## config.mk

```make
export PLATFORM = sky130hd
export DESIGN_NAME = prio_intr_resolver
export DESIGN_NICKNAME = d
export VERILOG_FILES = /design/src/rtl/prio_intr_pkg.sv /design/src/rtl/prio_irq_capture.sv /design/src/rtl/prio_pick.sv /design/src/rtl/prio_intr_resolver.sv
export SDC_FILE = /design/constraint.sdc
export NUM_CORES = 1
export LEC_CHECK = 0
export ABC_AREA = 1
export BUFFER_PORTS_ARGS = -buffer_cell sky130_fd_sc_hd__buf_2
export CAP_MARGIN = 10
export CORE_ASPECT_RATIO = 1.75
export CORE_UTILIZATION = 35
export DETAILED_ROUTE_END_ITERATION = 16
export PLACE_DENSITY = 0.66
export SLEW_MARGIN = 30
export SYNTH_ARGS = -nofsm -noshare
export SYNTH_HDL_FRONTEND = slang
export SYNTH_SLANG_ARGS = --single-unit
```

## constraint.sdc

```tcl
create_clock -name clk_i -period 4.6 [get_ports clk_i]
set_input_delay 0.46 -clock clk_i [delete_from_list [all_inputs] [get_ports clk_i]]
set_output_delay 0.46 -clock clk_i [all_outputs]
set_load 0.005 [all_outputs]
```

## src/rtl/prio_intr_pkg.sv

```systemverilog
package prio_intr_pkg;
  localparam int NUM_IRQ  = 8;
  localparam int LVL_W    = $clog2(NUM_IRQ);
  localparam int VEC_W    = 8;
  localparam int VBASE_W  = VEC_W - LVL_W;

  typedef logic [LVL_W-1:0] lvl_t;

  typedef enum logic [2:0] {
    CMD_ROT_AEOI_CLR = 3'b000,
    CMD_NS_EOI       = 3'b001,
    CMD_NOP          = 3'b010,
    CMD_SP_EOI       = 3'b011,
    CMD_ROT_AEOI_SET = 3'b100,
    CMD_ROT_NS_EOI   = 3'b101,
    CMD_SET_PRIO     = 3'b110,
    CMD_ROT_SP_EOI   = 3'b111
  } cmd_e;

  // 0 = highest priority given the current lowest-priority level
  function automatic lvl_t rank_of(lvl_t lvl, lvl_t lowest);
    return lvl_t'(lvl - lowest - lvl_t'(1));
  endfunction
endpackage

```

## src/rtl/prio_irq_capture.sv

```systemverilog
module prio_irq_capture #(
  parameter int N = 8
) (
  input  logic         clk_i,
  input  logic         rst_ni,
  input  logic [N-1:0] irq_i,
  input  logic         level_mode_i,
  input  logic [N-1:0] clr_i,
  output logic [N-1:0] irr_o
);
  for (genvar g = 0; g < N; g++) begin : g_bit
    logic prev_q, irr_q;
    always_ff @(posedge clk_i or negedge rst_ni) begin
      if (!rst_ni) begin
        prev_q <= 1'b0;
        irr_q  <= 1'b0;
      end else begin
        prev_q <= irq_i[g];
        if (level_mode_i)            irr_q <= irq_i[g] & ~clr_i[g];
        else if (clr_i[g])           irr_q <= 1'b0;
        else if (irq_i[g] && !prev_q) irr_q <= 1'b1;
      end
    end
    assign irr_o[g] = irr_q;
  end
endmodule

```

## src/rtl/prio_pick.sv

```systemverilog
module prio_pick #(
  parameter int N  = 8,
  localparam int LW = $clog2(N)
) (
  input  logic [N-1:0]  vec_i,
  input  logic [LW-1:0] lowest_i,
  output logic          found_o,
  output logic [LW-1:0] lvl_o
);
  // scan ring from lowest+1 upward; nearest set bit wins
  always_comb begin
    found_o = 1'b0;
    lvl_o   = lowest_i;
    for (int i = N - 1; i >= 0; i--) begin
      logic [LW-1:0] idx;
      idx = LW'(lowest_i + LW'(1) + LW'(i));
      if (vec_i[idx]) begin
        found_o = 1'b1;
        lvl_o   = idx;
      end
    end
  end
endmodule

```

## src/rtl/prio_intr_resolver.sv

```systemverilog
module prio_intr_resolver
  import prio_intr_pkg::*;
(
  input  logic               clk_i,
  input  logic               rst_ni,
  input  logic [NUM_IRQ-1:0] irq_i,
  input  logic               level_mode_i,
  input  logic               aeoi_i,
  input  logic               sfnm_i,
  input  logic               special_mask_i,
  input  logic [NUM_IRQ-1:0] mask_i,
  input  logic [VBASE_W-1:0] vec_base_i,
  input  logic               inta_i,
  input  logic               poll_i,
  input  logic               cmd_valid_i,
  input  logic [2:0]         cmd_op_i,
  input  logic [LVL_W-1:0]   cmd_level_i,
  output logic               int_o,
  output logic [VEC_W-1:0]   vector_o,
  output logic [VEC_W-1:0]   poll_data_o,
  output logic [NUM_IRQ-1:0] irr_o,
  output logic [NUM_IRQ-1:0] isr_o
);
  logic [NUM_IRQ-1:0] irr, isr_q, isr_n, pend, blk, clr;
  lvl_t               lowest_q, lowest_n;
  logic               rot_aeoi_q, rot_aeoi_n;
  logic [VEC_W-1:0]   vector_q, poll_q;

  logic req_found, blk_found, top_found;
  lvl_t req_lvl, blk_lvl, top_lvl;
  logic int_cond, take;

  prio_irq_capture #(.N(NUM_IRQ)) u_cap (
    .clk_i, .rst_ni, .irq_i, .level_mode_i,
    .clr_i (clr),
    .irr_o (irr)
  );

  assign pend = irr & ~mask_i;
  assign blk  = special_mask_i ? (isr_q & ~mask_i) : isr_q;

  prio_pick #(.N(NUM_IRQ)) u_req (.vec_i(pend),  .lowest_i(lowest_q), .found_o(req_found), .lvl_o(req_lvl));
  prio_pick #(.N(NUM_IRQ)) u_blk (.vec_i(blk),   .lowest_i(lowest_q), .found_o(blk_found), .lvl_o(blk_lvl));
  prio_pick #(.N(NUM_IRQ)) u_top (.vec_i(isr_q), .lowest_i(lowest_q), .found_o(top_found), .lvl_o(top_lvl));

  always_comb begin
    int_cond = 1'b0;
    if (req_found) begin
      if (!blk_found)                                            int_cond = 1'b1;
      else if (rank_of(req_lvl, lowest_q) < rank_of(blk_lvl, lowest_q)) int_cond = 1'b1;
      else if (sfnm_i && req_lvl == blk_lvl)                     int_cond = 1'b1;
    end
  end

  assign take = (inta_i | poll_i) & int_cond;

  always_comb begin
    clr = '0;
    if (take) clr[req_lvl] = 1'b1;
  end

  always_comb begin
    isr_n      = isr_q;
    lowest_n   = lowest_q;
    rot_aeoi_n = rot_aeoi_q;
    if (cmd_valid_i) begin
      unique case (cmd_e'(cmd_op_i))
        CMD_NS_EOI:       if (top_found) isr_n[top_lvl] = 1'b0;
        CMD_SP_EOI:       isr_n[cmd_level_i] = 1'b0;
        CMD_ROT_NS_EOI: begin
          if (top_found) begin
            isr_n[top_lvl] = 1'b0;
            lowest_n       = top_lvl;
          end
        end
        CMD_ROT_SP_EOI: begin
          isr_n[cmd_level_i] = 1'b0;
          lowest_n           = cmd_level_i;
        end
        CMD_SET_PRIO:     lowest_n   = cmd_level_i;
        CMD_ROT_AEOI_SET: rot_aeoi_n = 1'b1;
        CMD_ROT_AEOI_CLR: rot_aeoi_n = 1'b0;
        default: ;
      endcase
    end
    if (take) begin
      if (!aeoi_i)         isr_n[req_lvl] = 1'b1;
      else if (rot_aeoi_q) lowest_n       = req_lvl;
    end
  end

  always_ff @(posedge clk_i or negedge rst_ni) begin
    if (!rst_ni) begin
      isr_q      <= '0;
      lowest_q   <= lvl_t'(NUM_IRQ - 1);
      rot_aeoi_q <= 1'b0;
      vector_q   <= '0;
      poll_q     <= '0;
    end else begin
      isr_q      <= isr_n;
      lowest_q   <= lowest_n;
      rot_aeoi_q <= rot_aeoi_n;
      if (inta_i) vector_q <= {vec_base_i, take ? req_lvl : lvl_t'(NUM_IRQ - 1)};
      if (poll_i) poll_q   <= int_cond ? {1'b1, {(VEC_W-1-LVL_W){1'b0}}, req_lvl} : '0;
    end
  end

  assign int_o       = int_cond;
  assign vector_o    = vector_q;
  assign poll_data_o = poll_q;
  assign irr_o       = irr;
  assign isr_o       = isr_q;
endmodule

```

Word level (Yosys, flattened, before mapping)
Index checks and enable logic that the tools add are counted.
{"block": "classes", "addsub": 12, "order_cmp": 15, "eq_ne": 7, "n_mux": 146, "bitwise_logic": 26, "reduce_logical": 34}
{"operator": "3-bit 2-to-1 mux", "count": 30}
{"operator": "1-bit 2-to-1 mux", "count": 79}
{"operator": "1-bit binary-select mux with 3-bit select", "count": 24}
{"operator": "8-bit 2-to-1 mux", "count": 7}
{"operator": "3-bit by 4-bit < comparator with 1-bit output, second input constant", "count": 11}
{"operator": "8-bit AND", "count": 4}
{"operator": "8-bit inverter", "count": 3}
{"operator": "3-bit nonzero test", "count": 8}
{"operator": "8-bit one-hot mux with 2 select lines", "count": 1}
{"operator": "3-bit adder, second input constant", "count": 4}
{"operator": "3-bit equality test, second input constant", "count": 4}
{"operator": "1-bit logical AND", "count": 12}
{"operator": "1-bit AND", "count": 9}
{"operator": "1-bit demux with 3-bit select", "count": 3}
{"operator": "3-bit by 1-bit greater-or-equal comparator with 1-bit output, second input constant", "count": 3}
{"operator": "1-bit logical NOT", "count": 8}
{"operator": "1-bit inverter", "count": 8}
{"operator": "8-bit OR", "count": 1}
{"operator": "3-bit by 1-bit adder with 3-bit output, second input constant", "count": 2}
{"operator": "3-bit by 2-bit adder with 3-bit output, second input constant", "count": 2}
{"operator": "3-bit one-hot mux with 2 select lines", "count": 1}
{"operator": "2-bit OR reduction", "count": 3}
{"operator": "3-bit by 1-bit subtractor with 3-bit output, second input constant", "count": 2}
{"operator": "3-bit subtractor", "count": 2}
{"operator": "other kinds (9)", "count": 9}
{"block": "word_totals", "register_bits": 44, "in_bits": 36, "out_inout_bits": 33}

Longest topological paths before layout
Gate-level depths: netlist (run 1).
{"block": "logic_depth", "depth_word": 24, "ltp_mapped": 33}

Hierarchy
From an unflattened synthesis (run 1), not the netlist that was laid out.
{"block": "unflattened", "cells_unflattened": 801, "area_unflattened_um2": 5107.4}
{"module": "prio_pick", "instances": 3, "cells_per_inst": 161, "area_per_inst_um2": 892.1}
{"module": "prio_intr_resolver", "instances": 1, "cells_per_inst": 260, "area_per_inst_um2": 1790.5}
{"module": "prio_irq_capture", "instances": 1, "cells_per_inst": 58, "area_per_inst_um2": 640.6}

Worst setup path before layout (run 1)
Ideal clock, no wire load.
{"block": "synth_timing", "path_kind": "register to output", "from": "register lowest_q[0]", "to": "output int_o", "arrival_time_ps": 4296, "path_slack_ps": -156, "stages_incl_launch_ff": 28, "n_path_buf": 3, "cell_sequence": "dfstp_2 -> inv_2 -> buf_6 -> buf_4 -> ha_1 -> buf_4 -> nand2_1 -> nand2_2 -> nand3_1 -> nand3_2 -> nand2_1 -> nor2_1 -> o21ai_0 -> nand2_1 -> a21oi_1 -> nand2_1 -> nand2_1 -> inv_1 -> ha_1 -> fa_1 -> xor2_1 -> xor2_1 -> ha_1 -> o211ai_1 -> a32oi_1 -> nand2_2 -> nand2_2 -> inv_1"}
{"block": "synth_between", "elab_chain_cells": 18, "elab_cells_between_ends": 83, "cone_classes": "add/sub (12); order compare (1); eq/ne (1); mux (68); reduce/logical (1)"}
{"item": "start: declaration", "line_no": "prio_intr_resolver.sv:25", "rtl": "lvl_t lowest_q, lowest_n;"}
{"item": "start signal: assignment", "line_no": "prio_intr_resolver.sv:95", "rtl": "lowest_q <= lvl_t'(NUM_IRQ - 1);"}
{"item": "start signal: assignment", "line_no": "prio_intr_resolver.sv:101", "rtl": "lowest_q <= lowest_n;"}
{"item": "3-bit by 1-bit adder with 3-bit output", "line_no": "prio_pick.sv:16", "rtl": "idx = LW'(lowest_i + LW'(1) + LW'(i));"}
{"item": "3-bit adder", "line_no": "prio_pick.sv:16"}
{"item": "1-bit binary-select mux with 3-bit select", "line_no": "prio_pick.sv:17", "rtl": "if (vec_i[idx]) begin"}
{"item": "1-bit 2-to-1 mux (implied by the code)", "line_no": "prio_pick.sv:17"}
{"item": "3-bit 2-to-1 mux (8 in a row)", "line_no": "prio_pick.sv:17"}
{"item": "3-bit subtractor or 3-bit equality test (tied branches)", "line_no": "prio_intr_pkg.sv:22, prio_intr_resolver.sv:51"}
{"item": "3-bit by 1-bit subtractor with 3-bit output or 1-bit logical AND (tied branches)", "line_no": "prio_intr_pkg.sv:22, prio_intr_resolver.sv:51"}
{"item": "3-bit < comparator or 1-bit 2-to-1 mux (tied branches)", "line_no": "prio_intr_resolver.sv:50, prio_intr_resolver.sv:51"}
{"item": "1-bit 2-to-1 mux", "line_no": "prio_intr_resolver.sv:50", "rtl": "else if (rank_of(req_lvl, lowest_q) < rank_of(blk_lvl, lowest_q)) int_cond = 1'b1;"}
{"item": "1-bit 2-to-1 mux", "line_no": "prio_intr_resolver.sv:49", "rtl": "if (!blk_found) int_cond = 1'b1;"}
{"item": "1-bit 2-to-1 mux *", "line_no": "prio_intr_resolver.sv:48", "rtl": "if (req_found) begin"}
{"item": "end: declaration", "line_no": "prio_intr_resolver.sv:18", "rtl": "output logic int_o,"}
Mark *: on every way between the ends. The rest lies on a longest branch, timed or not. The select of a mux whose other input is x is not followed.

Worst setup path after layout (run 1)
Same ends and word-level chain as after synthesis.

==> summary.md, run 1 <==
| Metric | Value |
|---|---|
| Failing checks | `setup timing` |
| Design Area, Final | `5888 um2` |
| Detailed Route WL | `between 15000 and 20000 um` |
| Clock buffer depth | `2` |
| Max Cap Viol | `0` |
| Syn-to-layout area delta | `32.41%` |
| Most frequent cells in the layout | `nand2_1, nand3_1, inv_1, buf_2, buf_4` |
| Netlist cell types | `39` |
| Unrepaired setup endpoints after global routing | `true` |
| First-pass GRT wire length | `24470 um` |
| Worst-Margin Slew | `0.6130 ns` |
| Clock latency on the worst-skew pair | `0.28 ns` |
| Cell Area, Synth | `4447 um2` |
| Vias per cell | `roughly 5.3` |
| H-tree depth | `2` |
| Clock slew at reported path FFs | `0.06 ns` |
| Crit path capture type | `primary output` |
| Total global-route track usage | `24.33%` |
| DR WL met2 | `8696 um` |
| CTS Buf Count | `5` |
| Commonest non-fill, non-tap cell in the layout | `nand2_1` |
| Starting Density | `35.77%` |
| Vias | `5650` |
| HPWL after DPL | `11930 um` |
| Core ar. | `12430 um2` |
| Total gr overflow | `0` |
| Mean Syn Cell Area | `5.600 um2` |
| Initial antenna violation count | `0` |
| CTS tree | `done` |
| CP arrival | `about 4.3 ns` |
| Yosys Warn Count | `0` |
| Critical Path RT | `4.14 ns` |
| Setup violations, final | `7` |
| Flops & latches, synth | `40` |
| Nets@finish | `936` |
| Syn Inst Count | `794` |
| DP Worst Slack | `-0.07321 ns` |
| Post-DP Area | `4955 um2` |
| Clock skew | `0.004964 ns` |
| CTS Root Cell | `clkbuf_16` |
| Gpl congestion | `about 0.96` |
| Worst min path class | `input pin to asynchronous set/reset pin` |
| Top-level I/O count | `slightly below 70` |
| Final Critical Period | `4.794 ns` |
| Layout cells sized above 1 | `26.01%` |
| Clock sinks | `40` |
| DP Cell Count | `1015` |
| Antenna diode count | `0` |
| FFs w/ async S/R, synth | `100.0%` |
| Largest net degree at the start of global routing | `41` |
| Period utilization | `104.2%` |
| Initial DRC Count | `508` |
| Count of pins over their slew limit | `0` |
| M1 wire length | `between 5000 and 6000 um` |
| Fin cells | `1060` |
| Synth Flop Type | `dfrtp_1` |
| Final Util | `47.36%` |
| DR DRC count | `0` |
| DIE HEIGHT | `151.1 um` |
| Max Clk Rate | `208.6 MHz` |
| Sequential area share after synthesis | `about 23%` |
| Chip Width | `87.21 um` |
| Vias in the first global route | `between 5000 and 6000` |
| Post-synth EDFFs | `0` |
| PortBufs | `64` |
| Post-DRT Antenna Nets | `0` |
| Met3 routed WL | `750 um` |
| Final hold vios | `0` |
| Fillers | `about 1300` |
| Relative slew slack | `roughly three fifths` |
| Fin worst setup slack | `-0.1944 ns` |
| Routed wire per std cell | `15.70 um` |
| Crit start category | `register` |
| DR pass1 iterations | `6` |
| CP Class | `register to primary output` |
| Crit-path max FO | `6` |
| Num rows | `54` |
| Top routing layer in use | `met4` |
| Die ar. | `13180 um2` |
| Status | `complete, but fails checks` |
[per-stage QoR]
step | setup TNS, ns | hold WS [ns]
2_1_floorplan | 0 | 0.1644
3_3_place_gp | 0 | 0.4536
3_5_place_dp | -0.2873 | 0.4573
4_1_cts | -0.04914 | 0.2883
5_1_grt | -5.057 | 0.1803
6_report | -0.4178 | 0.1406
[cells by family after synthesis]
kind of cell | after synthesis | share of synthesized area, %
compound gates | 64 | 8.751
xor+xnor | 5 | 0.9848
fa+ha+maj | 8 | 2.589
buf+inv | 136 | 13.53
flops | 40 | 22.59
other cells | 1 | 0.08433
simple gates | 540 | 51.46
[final cells by class]
cell class | count | area, um2 | share of cell area, %
well taps | 168 | 210.2 | 3.570
inverters | 103 | 399.1 | 6.779
multi-input cells | 622 | 3328 | 56.52
repair buffers | 120 | 808.3 | 13.73
clock buffers | 5 | 125.1 | 2.125
clock inverters | 2 | 12.51 | 0.2125
flip-flops and latches | 40 | 1005 | 17.06
[what timing repair did]
action,4_1_cts,5_1_grt
gates resized for setup,64,53
gates cloned,0,2
setup endpoints to repair,11,26
buffers inserted,24,12
pin swaps,27,26
hold buffers,0,0
[worst paths after layout]
check	start	slack (ns)	cells after the start	end
setup / recovery	lowest_q[0]$_DFF_PN1_	-0.19	25	int_o
hold / removal	rst_ni	0.14	1	u_cap.g_bit[5].prev_q$_DFF_PN0_
setup reg to reg	lowest_q[0]$_DFF_PN1_	-0.05	29	lowest_q[0]$_DFF_PN1_
hold reg to reg	vector_o[7]$_DFFE_PN0P_	0.47	2	vector_o[7]$_DFFE_PN0P_
max in group asynchronous	rst_ni	4.08	1	lowest_q[1]$_DFF_PN1_
min in group clk_i	irq_i[1]	0.29	1	u_cap.g_bit[1].prev_q$_DFF_PN0_
[state kept, by name (all words and copies together), names as in the netlist]
signal	flops
isr_o	8
lowest_q	3
rot_aeoi_q	1
vector_o	8
u_cap.g_bit.irr_q	8
u_cap.g_bit.prev_q	8
poll_data_o	4
[worst max-delay path, stage by stage, from the launching register on]
cell and delay, ns:
dfstp_2 0.56, buf_4 0.13, ha_4 0.14, nand2_1 0.11, nand2_4 0.14, nand2_1 0.08
nand2_2 0.14, buf_4 0.18, nand3_1 0.12, nand2_2 0.17, inv_2 0.07, a21oi_2 0.15
nand2_1 0.07, nand2_2 0.10, inv_4 0.05, ha_4 0.15, fa_2 0.34, xor2_1 0.16
xor2_1 0.17, ha_1 0.32, o211ai_1 0.12, a32oi_1 0.23, nand2_2 0.12, nand2_4 0.08
inv_2 0.03, buf_2 0.11
[cell usage after synthesis (6+ instances only)]
master    count  area share (%)
nand2_2      13             1.8
a21oi_1      17             1.9
nand2_1     350              30
o311ai_0      8             1.6
buf_4        17             2.9
o21ai_0      24             2.7
dfrtp_1      37              21
nand3_1     124              14
nor2_1       29             2.4
nand4_1      12             1.7
o211ai_1      9             1.5
inv_1        98             8.3
clkbuf_1      7            0.59
ha_1          6             1.7
[routing by layer]
layer	track usage (%)	up-vias
met5	0	-
met4	21.31	0
met3	1.362	98
met2	44.92	235
met1	24.14	2605
li1	-	2712
Power of run 1 is not shown: default switching activity piles up to over one toggle a cycle in this logic, so the estimate is an artifact.
==> inputs of run 2 (changes only) <==
==> constraint.sdc (replaced) <==
create_clock -name clk_i -period 4.12 [get_ports clk_i]
set_input_delay 0.412 -clock clk_i [delete_from_list [all_inputs] [get_ports clk_i]]
set_output_delay 0.412 -clock clk_i [all_outputs]
set_load 0.01 [all_outputs]
==> run 2 against run 1 <==
The run still ends with setup timing left. Worst setup slack worse by 0.31 ns. Sequential cell count stayed put. Worst hold slack worse by 0.047 ns. Via count is 2.4% lower. Wire length is 3.7% lower. Sequential share of layout area is 0.60 points lower. Final area is 3.6% higher. Cell count is 3.1% higher. Clock skew is 0.0011 ns lower. Count of clock-buffer cells in the layout stayed put. Critical path type unchanged. Critical endpoint unchanged.
==> summary.md, run 2 (synthesized netlist as in run 1, its figures left out) <==
| Metric | Value |
|---|---|
| Design Area, Final | `6102 um2` |
| CP max stage cell | `dfstp_2` |
| DIE HEIGHT | `151.1 um` |
| Total global-route track usage | `24.81%` |
| Clock buffer depth | `2` |
| Largest stage delay, worst path | `0.56 ns` |
| Crit start category | `register` |
| H-tree depth | `2` |
| Critical Path RT | `3.71 ns` |
| CTS Buf Count | `5` |
| Fin worst setup slack | `-0.5008 ns` |
| Relative slew slack | `between 60% and 70%` |
| HPWL after DPL | `12100 um` |
| Period utilization | `112.2%` |
| PortBufs | `64` |
| CTS tree | `done` |
| Syn-to-layout area delta | `37.23%` |
| CTS Root Cell | `clkbuf_16` |
| Vias in the first global route | `5165` |
| Unrepaired setup endpoints after global routing | `true` |
| Die ar. | `13180 um2` |
| Clock skew | `0.003888 ns` |
| Worst Path Buf+Inv | `5` |
| Fillers | `1296` |
| Initial DRC Count | `around 340` |
| Clock latency on the worst-skew pair | `0.29 ns` |
| Clock sinks | `40` |
| Final Critical Period | `between 4 and 5 ns` |
| Cts hold-fix bufs | `0` |
| Core ar. | `12430 um2` |
| Gpl congestion | `0.9386` |
| Met2 usage in global routing | `between 40% and 50%` |
| Vias | `between 5000 and 6000` |
| Total gr overflow | `0` |
| Final hold vios | `0` |
| Worst min path class | `input pin to asynchronous set/reset pin` |
| First-pass GRT wire length | `roughly 25000 um` |
| Clock slew at reported path FFs | `around 0.06 ns` |
| Max Cap Viol | `0` |
| CP arrival | `4.21 ns` |
| Layout cells sized above 1 | `26.49%` |
| Most frequent cells in the layout | `nand2_1, nand3_1, inv_1, buf_4, buf_2` |
| Antenna diode count | `0` |
| Status | `complete, but fails checks` |
| Failing checks | `setup timing` |
| Num rows | `54` |
| Commonest non-fill, non-tap cell in the layout | `nand2_1` |
| M3 GR Usage | `1.798%` |
| Setup violations, final | `26` |
| Vias per cell | `5.044` |
| Post-DRT Antenna Nets | `0` |
| Largest net degree at the start of global routing | `41` |
| Nets@finish | `969` |
| Delay-heaviest family, CP | `adder cells` |
| Crit path capture type | `primary output` |
| Grt met1 use | `25.99%` |
| Routed wire per std cell | `around 15 um` |
| Post-DP Area | `5393 um2` |
| DR DRC count | `0` |
| Count of pins over their slew limit | `0` |
| Initial antenna violation count | `0` |
| GR peak layer | `met2` |
| Crit-path max FO | `7` |
| Top-level I/O count | `about 70` |
| Max Clk Rate | `216.4 MHz` |
| Worst-Margin Slew | `0.5437 ns` |
| Setup TNS | `-5.171 ns` |
| DP Worst Slack | `-0.1759 ns` |
| Starting Density | `35.77%` |
| DR pass1 iterations | `7` |
| Detailed Route WL | `between 15000 and 20000 um` |
| CP Class | `register to primary output` |
| Chip Width | `87.21 um` |
run 2: final timing paths:
kind	start	to	slack, ns	cells after the start
worst max-delay path	lowest_q[0]$_DFF_PN1_	int_o	-0.50	26
worst min-delay path	rst_ni	vector_o[4]$_DFFE_PN0P_	0.09	1
worst max register to register	lowest_q[0]$_DFF_PN1_	isr_o[2]$_DFF_PN0_	-0.28	29
worst min register to register	vector_o[5]$_DFFE_PN0P_	vector_o[5]$_DFFE_PN0P_	0.46	2
max in group asynchronous	rst_ni	lowest_q[1]$_DFF_PN1_	3.65	1
min in group clk_i	irq_i[0]	u_cap.g_bit[0].prev_q$_DFF_PN0_	0.24	1
run 2: per-layer routing:
layer  vias up  share of wire [%]
met5         -                  0
met1      2494                 36
met2       186                 54
li1       2778                  -
met3        55                3.6
met4         0                6.1
run 2: worst reg2reg max path, delay by kind of cell (launching register included):
kind,cells,cell delay (ns)
adder cells (fa/ha/maj),4,1.13
flip-flops,1,0.56
XOR/XNOR,3,0.46
AND/OR/NAND/NOR,15,1.31
AO/OA/AOI/OAI,2,0.24
buffers and inverters,5,0.64
run 2: layout make-up:
class | instances | area (um2) | share of cell area (%)
Clock buffer | 5 | 125.1 | 2.050
Clock inverter | 2 | 60.06 | 0.9842
Inverter | 103 | 399.1 | 6.541
Multi-Input combinational cell | 623 | 3229 | 52.92
Sequential cell | 40 | 1005 | 16.46
Tap cell | 168 | 210.2 | 3.445
Timing Repair Buffer | 152 | 1074 | 17.59
run 2: what timing repair did:
action                                  4_1_cts  5_1_grt
resized for setup                            40       36
pin swaps                                    31       29
buffers inserted                             18        5
gates cloned                                  4        0
endpoints found under the setup margin       26       27
run 2: stage by stage:
step	hold WS (ns)	utilization [%]	instances
floorplan	0.1164	-	797
global placement	0.4527	43.38	1060
detailed placement	0.4564	43.38	1060
CTS	0.2357	47.41	1088
global route	0.1378	49.08	1093
finish	0.09367	49.08	1093
Power of run 2 is left out for the same reason.
